### config.mk
export PLATFORM = sky130hd
export DESIGN_NAME = bus_phase_sel_decoder
export DESIGN_NICKNAME = d
export VERILOG_FILES = /design/src/rtl/bpsd_pkg.sv /design/src/rtl/bpsd_base_match.sv /design/src/rtl/bpsd_onehot_dec.sv /design/src/rtl/bpsd_strobe_gen.sv /design/src/rtl/bus_phase_sel_decoder.sv
export SDC_FILE = /design/constraint.sdc
export NUM_CORES = 1
export LEC_CHECK = 0
export BUFFER_PORTS_ARGS = -buffer_cell sky130_fd_sc_hd__buf_4
export CORE_AREA = 2 2 39 41
export DETAILED_ROUTE_END_ITERATION = 8
export DIE_AREA = 0 0 41 43
export PLACE_DENSITY = 0.59
export SETUP_SLACK_MARGIN = 0.4
export SLEW_MARGIN = 10
export SYNTH_ARGS = -nofsm -noshare
export SYNTH_HDL_FRONTEND = slang
export SYNTH_SLANG_ARGS = --single-unit
### constraint.sdc
create_clock -name vclk -period 0.8
set_input_delay 0.16 -clock vclk [all_inputs]
set_output_delay 0.16 -clock vclk [all_outputs]
set_load 0.01 [all_outputs]
### src/rtl/bpsd_pkg.sv
package bpsd_pkg;

  // Kind of bus access seen during the data phase.
  typedef enum logic [1:0] {
    ACC_NONE  = 2'd0,
    ACC_READ  = 2'd1,
    ACC_WRITE = 2'd2
  } acc_kind_t;

endpackage

### src/rtl/bpsd_base_match.sv
// Compares the highest address bits against a fixed base value.
module bpsd_base_match #(
  parameter int unsigned BASE_W   = 1,
  parameter int unsigned BASE_VAL = 1
) (
  input  logic [BASE_W-1:0] hi_bits,
  output logic              match
);
  localparam logic [BASE_W-1:0] BASE_P = BASE_W'(BASE_VAL);

  always_comb begin
    match = (hi_bits == BASE_P);
  end
endmodule

### src/rtl/bpsd_onehot_dec.sv
// One-of-N decoder with active-low outputs, all high when disabled.
module bpsd_onehot_dec #(
  parameter int unsigned SEL_W = 3,
  localparam int unsigned N_OUT = 1 << SEL_W
) (
  input  logic             en,
  input  logic [SEL_W-1:0] idx,
  output logic [N_OUT-1:0] out_n
);
  for (genvar g = 0; g < N_OUT; g++) begin : g_out
    assign out_n[g] = !(en && (idx == SEL_W'(g)));
  end
endmodule

### src/rtl/bpsd_strobe_gen.sv
// Turns "some select active" plus the read/write line into OE/WE strobes.
module bpsd_strobe_gen
  import bpsd_pkg::*;
(
  input  logic any_sel,
  input  logic rd_wr_n,
  output logic oe_n,
  output logic we_n
);
  acc_kind_t kind;

  always_comb begin
    if (!any_sel)     kind = ACC_NONE;
    else if (rd_wr_n) kind = ACC_READ;
    else              kind = ACC_WRITE;
  end

  always_comb begin
    oe_n = 1'b1;
    we_n = 1'b1;
    case (kind)
      ACC_READ:  oe_n = 1'b0;
      ACC_WRITE: we_n = 1'b0;
      default: ;
    endcase
  end
endmodule

### src/rtl/bus_phase_sel_decoder.sv
// Phase-gated address decoder: base compare, one-of-N select, strobes.
module bus_phase_sel_decoder #(
  parameter int unsigned ADDR_W   = 16,
  parameter int unsigned BASE_W   = 1,
  parameter int unsigned BASE_VAL = 1,
  parameter int unsigned SEL_W    = 3,
  localparam int unsigned N_SEL   = 1 << SEL_W,
  localparam int unsigned LOW_W   = ADDR_W - BASE_W - SEL_W
) (
  input  logic [ADDR_W-1:0] bus_addr,
  input  logic              bus_rd_wr_n,
  input  logic              bus_e,
  output logic [N_SEL-1:0]  sel_n,
  output logic              oe_n,
  output logic              we_n,
  output logic [LOW_W-1:0]  dev_addr
);
  logic base_ok;
  logic dec_en;
  logic any_sel;

  if (BASE_W == 0) begin : g_no_base
    assign base_ok = 1'b1;
  end else begin : g_base
    bpsd_base_match #(
      .BASE_W  (BASE_W),
      .BASE_VAL(BASE_VAL)
    ) base_i (
      .hi_bits(bus_addr[ADDR_W-1 -: BASE_W]),
      .match  (base_ok)
    );
  end

  // Data phase of E and base match both enable the decoder.
  assign dec_en = bus_e && base_ok;

  bpsd_onehot_dec #(
    .SEL_W(SEL_W)
  ) dec_i (
    .en   (dec_en),
    .idx  (bus_addr[LOW_W +: SEL_W]),
    .out_n(sel_n)
  );

  assign any_sel = !(&sel_n);

  bpsd_strobe_gen strobe_i (
    .any_sel(any_sel),
    .rd_wr_n(bus_rd_wr_n),
    .oe_n   (oe_n),
    .we_n   (we_n)
  );

  assign dev_addr = bus_addr[LOW_W-1:0];
endmodule

After elaboration in Yosys (flattened, before gate mapping)
Cells that the tools add are included.

Register bits after elaboration: 0. Bits in latches: 0. Bits in writable memories: 0. Memory bits (read-only): 0. Bits of input ports: 18. Output and inout bits: 22. Word-level logic and storage cells: 32. Memories: 0.

Add/subtract/negate cells: 0. Multipliers: 0. Divide/modulo/power cells: 0. Magnitude comparators: 0. Eq/ne operators: 9. Shifts and indexed selects: 0. Mux-type cells: 4. Bitwise logic cells: 0. Reduce and logical (&&, ||, !) cells: 19.

Operator list (number): equality test 3 bit (second input constant) (4); logical AND 1 bit (9); logical NOT 1 bit (8); AND reduction 8 bit (1); equality test 3 x 2 -> 1 bit (second input constant) (2); 2-to-1 mux 2 bit (2); equality test 3 x 1 -> 1 bit (second input constant) (1); logical NOT 3 bit (1); equality test 2 x 1 -> 1 bit (second input constant) (1); equality test 2 bit (second input constant) (1); 2-to-1 mux 1 bit (2).

Depth between registers and ports, before layout
Gate-level depths: netlist of the first run.

Depth in word-level cells: 7. Depth in mapped cells: 2.

By module
A second synthesis of the first run with hierarchy kept.

Cell total of the unflattened synthesis: 27. Area total of the unflattened synthesis: 209.0 um^2.

By module, submodules not included: bus_phase_sel_decoder (instances 1, cells each 16, area each 115.1 um^2, seq. area each 0.0 um^2); bpsd_onehot_dec (instances 1, cells each 8, area each 76.3 um^2, seq. area each 0.0 um^2); bpsd_strobe_gen (instances 1, cells each 2, area each 10.0 um^2, seq. area each 0.0 um^2); bpsd_base_match (instances 1, cells each 1, area each 7.5 um^2, seq. area each 0.0 um^2).

Worst setup path before layout of the first run
OpenSTA, ideal clock, no wires.

Path kind: input port to output port. From: input bus_addr[14]. To: output sel_n[3]. Arrival: 0.522 ns. Required time: 0.640 ns. Setup slack: 0.118 ns. Stages on the path: 2. Path buffers: 0. Path through: and3b_2 -> nand3_1.

Longest elaborated chain between the ends: 3.

RTL lines: start, declared (RTL line bus_phase_sel_decoder.sv:10) `input logic [ADDR_W-1:0] bus_addr,`; equality test 3 x 2 -> 1 bit (RTL line bpsd_onehot_dec.sv:11) `assign out_n[g] = !(en && (idx == SEL_W'(g)));`; logical AND 1 bit (RTL line bpsd_onehot_dec.sv:11); logical NOT 1 bit (RTL line bpsd_onehot_dec.sv:11); end, declared (RTL line bus_phase_sel_decoder.sv:13) `output logic [N_SEL-1:0] sel_n,`.

No other way between the ends.

Worst setup path after layout of the first run
Ends and elaborated chain as after synthesis.

==> flow_summary.toml, run 1 <==
[finish]
nFlopsAndLatches = 0
ff_latch_area_um2 = 0
diodes = 0
final_cells = 50
drive_gt1_frac = 0.882
area.growth.synth_to_final_pct = 107
final_core_util = 0.252
final_cell_mix = "13 x buf_6, 5 x buf_4, 3 x nand2_1, 3 x nand2_2"
fillCellCount = 156
final_common_cell = "buf_6"
nets = 54
fin_area_um2 = 349
nClkBuffers = 0

[global_routing]
overflow = 0
antenna_found_initial = 0
grt_pass1_wl_um = 738
track_usage = 0.0549
grt_max_degree = 5
grt_pass1_vias = 174

[worst_setup_path]
cp_slowest_cell = "and3b_2"
endpoint_kind = "output pin"
cp-start-kind = "input port"
cp.required_ns = 0.64
cpPeakStageDelay_ns = 0.27
crit_path_frequent_cell = "buf_6"
critPathMaxFanout = 4
crit_chain = "buf_6 -> and3b_2 -> nand3_2 -> buf_6"
path_delay_family = "simple AND/OR/NAND/NOR gates"
worst-setup-path-type = "in2out"
critPathArrivalTime_ns = 0.73
crit_buf_inv = 2

[placement]
dpl_cell_area_um2 = 275
routabilityCongestion = 0.574
dpl.hpwl_um = 410
dp.cells = 50
pre_cts_ws_ns = -0.110
portBuffers = 16

[sta]
setup_tns_ns = -0.320
hold_ws_ns = 0.320
tightest_slew_ns = 0.112
drv_slew = 0
finalHoldViolations = 0
min_period_ns = 0.891
min_period_over_period = 1.11
fmax_mhz = 1120
maxSlewHeadroom = 0.925
setup-violations-final = 5
final.setup.worst_slack_ns = -0.0914
grt_setup_unrepaired = "true"

[route]
wirelength_um = 485
ant_nets = 0
wire_per_inst_um = 9.70
vias_per_cell = 3.84
drcViolationCount = 0
vias = 192
drtPass1Iterations = 1
drt-initial-drc-count = 0

[synthesis]
synth.avg_cell_area_um2 = 6.26
synth.area.top_cells = "buf_4 53%, nand2_1 13%, nand3_1 8.9%"
ys_types = 8
syn_nets = 45
yosysTopAreaCellShare = 0.533
synth_area_um2 = 169
ys_warn_count = 0
synth_cells = 27
seq_area_frac_synth = 0
synth_top_area_cell = "buf_4"

[floorplan]
num_rows = 14
die_h_um = 43
die_w_um = 41
core_area_mm2 = 0.00138
io_pins = 40
floorplan.initialDensity = 0.122
die-area_mm2 = 0.00176

[run]
cap_violations = 0

[worst_hold_path]
hp-start = "bus_addr[0]"
worstHoldPathCells = 0
hp-class = "in2out"
min_to = "dev_addr[0]"

[outcome]
status = "finished, violations left"
violations = "negative setup slack"

[power_and_ir_drop]
total_power_uw = 126
vdd_drop_max_mv = 0.149
power.leakage_nw = 0.146
powerDensity_mw_per_mm2 = 360
==> cell families (layout without fill, tap and decap cells) <==
family / count (synthesis) / in the layout / synth area share
buffers and inverters: 12 / 19 / 0.533
AND/OR/NAND/NOR: 15 / 15 / 0.467
==> where the power goes <==
part	internal [mW]	switching, mW
clock	0	0
combinational	0.0758	0.0499
sequential	0	0
total	0.0758	0.0499
==> worst max path at each step <==
stage / from / endpoint / slack [ns] / cells past startpoint
6_report: bus_addr[14] / sel_n[3] / -0.09 / 4
5_1_grt: bus_addr[14] / sel_n[3] / -0.13 / 4
4_1_cts: bus_addr[14] / sel_n[3] / -0.09 / 4
3_5_place_dp: bus_addr[14] / sel_n[3] / -0.11 / 4
3_3_place_gp: bus_addr[14] / sel_n[1] / -0.10 / 4
2_1_floorplan: bus_addr[14] / sel_n[0] / 0.14 / 2
==> cell type report <==
cell class / instances / area, µm² / share of cell area
multi-input cells: 15 / 130 / 0.373
well taps: 16 / 20.0 / 0.0573
repair buffers: 19 / 199 / 0.570
==> Yosys cell counts, drive strengths merged <==
master  instances
buf            12
nand2           6
nand3           3
nor2b           2
and3            1
and3b           1
nand3b          1
nor2            1
==> repair_timing <==
action / in CTS / in global routing
pin swaps: 6 / 3
setup buffers: 0 / 0
gates resized for setup: 16 / 4
endpoints found under the setup margin: 10 / 10
hold buffers: 0 / 0
==> per-layer routing <==
metal	track usage	share of wire	vias to the layer above
li1	-	-	91
met1	0.0696	0.33	88
met2	0.0969	0.53	13
met3	0.00524	0.14	0
met4	0.00667	0	0
met5	0	0	-
No activity file was read; power rests on OpenSTA's default activity.
==> run 2: changes to the inputs <==
ABC_CLOCK_PERIOD_IN_PS = 800   (was not set)
PLACE_DENSITY = not set   (was 0.59)
==> run 2 against run 1 <==
The run still ends with negative setup slack left. Count of clock-buffer cells in the layout unchanged. Hold slack unchanged. Fmax increased by 1.5%. Via count decreased by 5.2%. Worst setup slack improved by 0.013 ns. First-iteration DRC count unchanged. Power increased by 0.94%. Critical path depth unchanged. Final area increased by 0.72%.
==> flow_summary.toml, run 2 (synthesized netlist as in run 1, its figures left out) <==
[outcome]
status = "finished, violations left"
violations = "negative setup slack"

[power_and_ir_drop]
powerDensity_mw_per_mm2 = 361
power.leakage_nw = 0.147
total_power_uw = 127
vdd_drop_max_mv = 0.153

[placement]
routabilityCongestion = 0.596
dpl.hpwl_um = 385
dp.cells = 50
portBuffers = 16

[finish]
final_cells = 50
diodes = 0
fillCellCount = 159
nFlopsAndLatches = 0
nets = 54
ff_latch_area_um2 = 0
final_common_cell = "buf_6"
area.growth.synth_to_final_pct = 108
drive_gt1_frac = 0.912
nClkBuffers = 0
final_cell_mix = "13 x buf_6, 5 x buf_4, 4 x nand2_2"

[sta]
drv_slew = 0
min_period_ns = 0.878
grt_setup_unrepaired = "true"
final.setup.worst_slack_ns = -0.0780
tightest_slew_ns = 0.113
maxSlewHeadroom = 0.924
fmax_mhz = 1140
finalHoldViolations = 0
min_period_over_period = 1.10
setup-violations-final = 5
setup_tns_ns = -0.303

[global_routing]
grt_pass1_vias = 169
grt_max_degree = 5
track_usage = 0.0529
antenna_found_initial = 0
overflow = 0
grt_pass1_wl_um = 703

[worst_hold_path]
hp-class = "in2out"

[worst_setup_path]
worst-setup-path-type = "in2out"
endpoint_kind = "output pin"
cpPeakStageDelay_ns = 0.27
critPathArrivalTime_ns = 0.72
cp_slowest_cell = "and3b_2"
cp-start-kind = "input port"
crit_buf_inv = 2
cp.required_ns = 0.64
critPathMaxFanout = 4
crit_chain = "buf_6 -> and3b_2 -> nand2_1 -> buf_6"
crit_path_frequent_cell = "buf_6"
path_delay_family = "simple AND/OR/NAND/NOR gates"

[route]
wirelength_um = 470
vias = 182
ant_nets = 0
vias_per_cell = 3.64
drt-initial-drc-count = 0
drtPass1Iterations = 1
drcViolationCount = 0
wire_per_inst_um = 9.40

[clock_tree]
post_cts_buffers = 0
cts_hold_buf = 0

[floorplan]
num_rows = 14
io_pins = 40
core_area_mm2 = 0.00138
die_h_um = 43
die-area_mm2 = 0.00176
die_w_um = 41
floorplan.initialDensity = 0.122

[run]
cap_violations = 0
## run 2: changes by cell type in the layout (fill, tap and decap cells not counted)
cell	delta
nand2_1	-1
nand2_2	+1
## run 2: layer usage
layer | GRT usage | up-vias | wire [µm]
met5 | 0 | - | 0
met4 | 0.0200 | 0 | 12
met3 | 0.0262 | 4 | 79
met2 | 0.0875 | 12 | 224
met1 | 0.0538 | 77 | 154
li1 | - | 89 | -
## run 2: area by class of cell
class / instances / area [µm²] / share of cell area
multi-input combinational: 15 / 133 / 0.377
tap: 16 / 20.0 / 0.0569
timing repair buffer: 19 / 199 / 0.566
## run 2: power by group
part,internal [mW],switching [mW],leakage (nW)
logic,0.0760,0.0509,0.147
registers,0,0,0
clock network,0,0,0
total,0.0760,0.0509,0.147
## run 2: worst paths after layout
check / depth (start not counted) / end / slack [ns] / from
worst min-delay path: 0 / dev_addr[10] / 0.32 / bus_addr[10]
worst max-delay path: 4 / sel_n[1] / -0.08 / bus_addr[14]
## run 2: metrics by stage
| step | area, µm² | utilization | hold WS, ns | setup WS, ns |
|---|---|---|---|---|
| finish | 352 | 0.254 | 0.320 | -0.0780 |
| global route | 352 | 0.254 | 0.320 | -0.115 |
| global placement | 275 | 0.199 | 0.320 | -0.102 |
| floorplan | 248 | - | 0.363 | 0.143 |
| detailed placement | 275 | 0.199 | 0.320 | -0.108 |
| CTS | 332 | 0.240 | 0.320 | -0.0756 |
## run 2: repair_timing
action | 4_1_cts | 5_1_grt
gates resized for setup | 16 | 5
pin swaps | 6 | 3
gates cloned | 0 | 0
endpoints found under the setup margin | 10 | 10
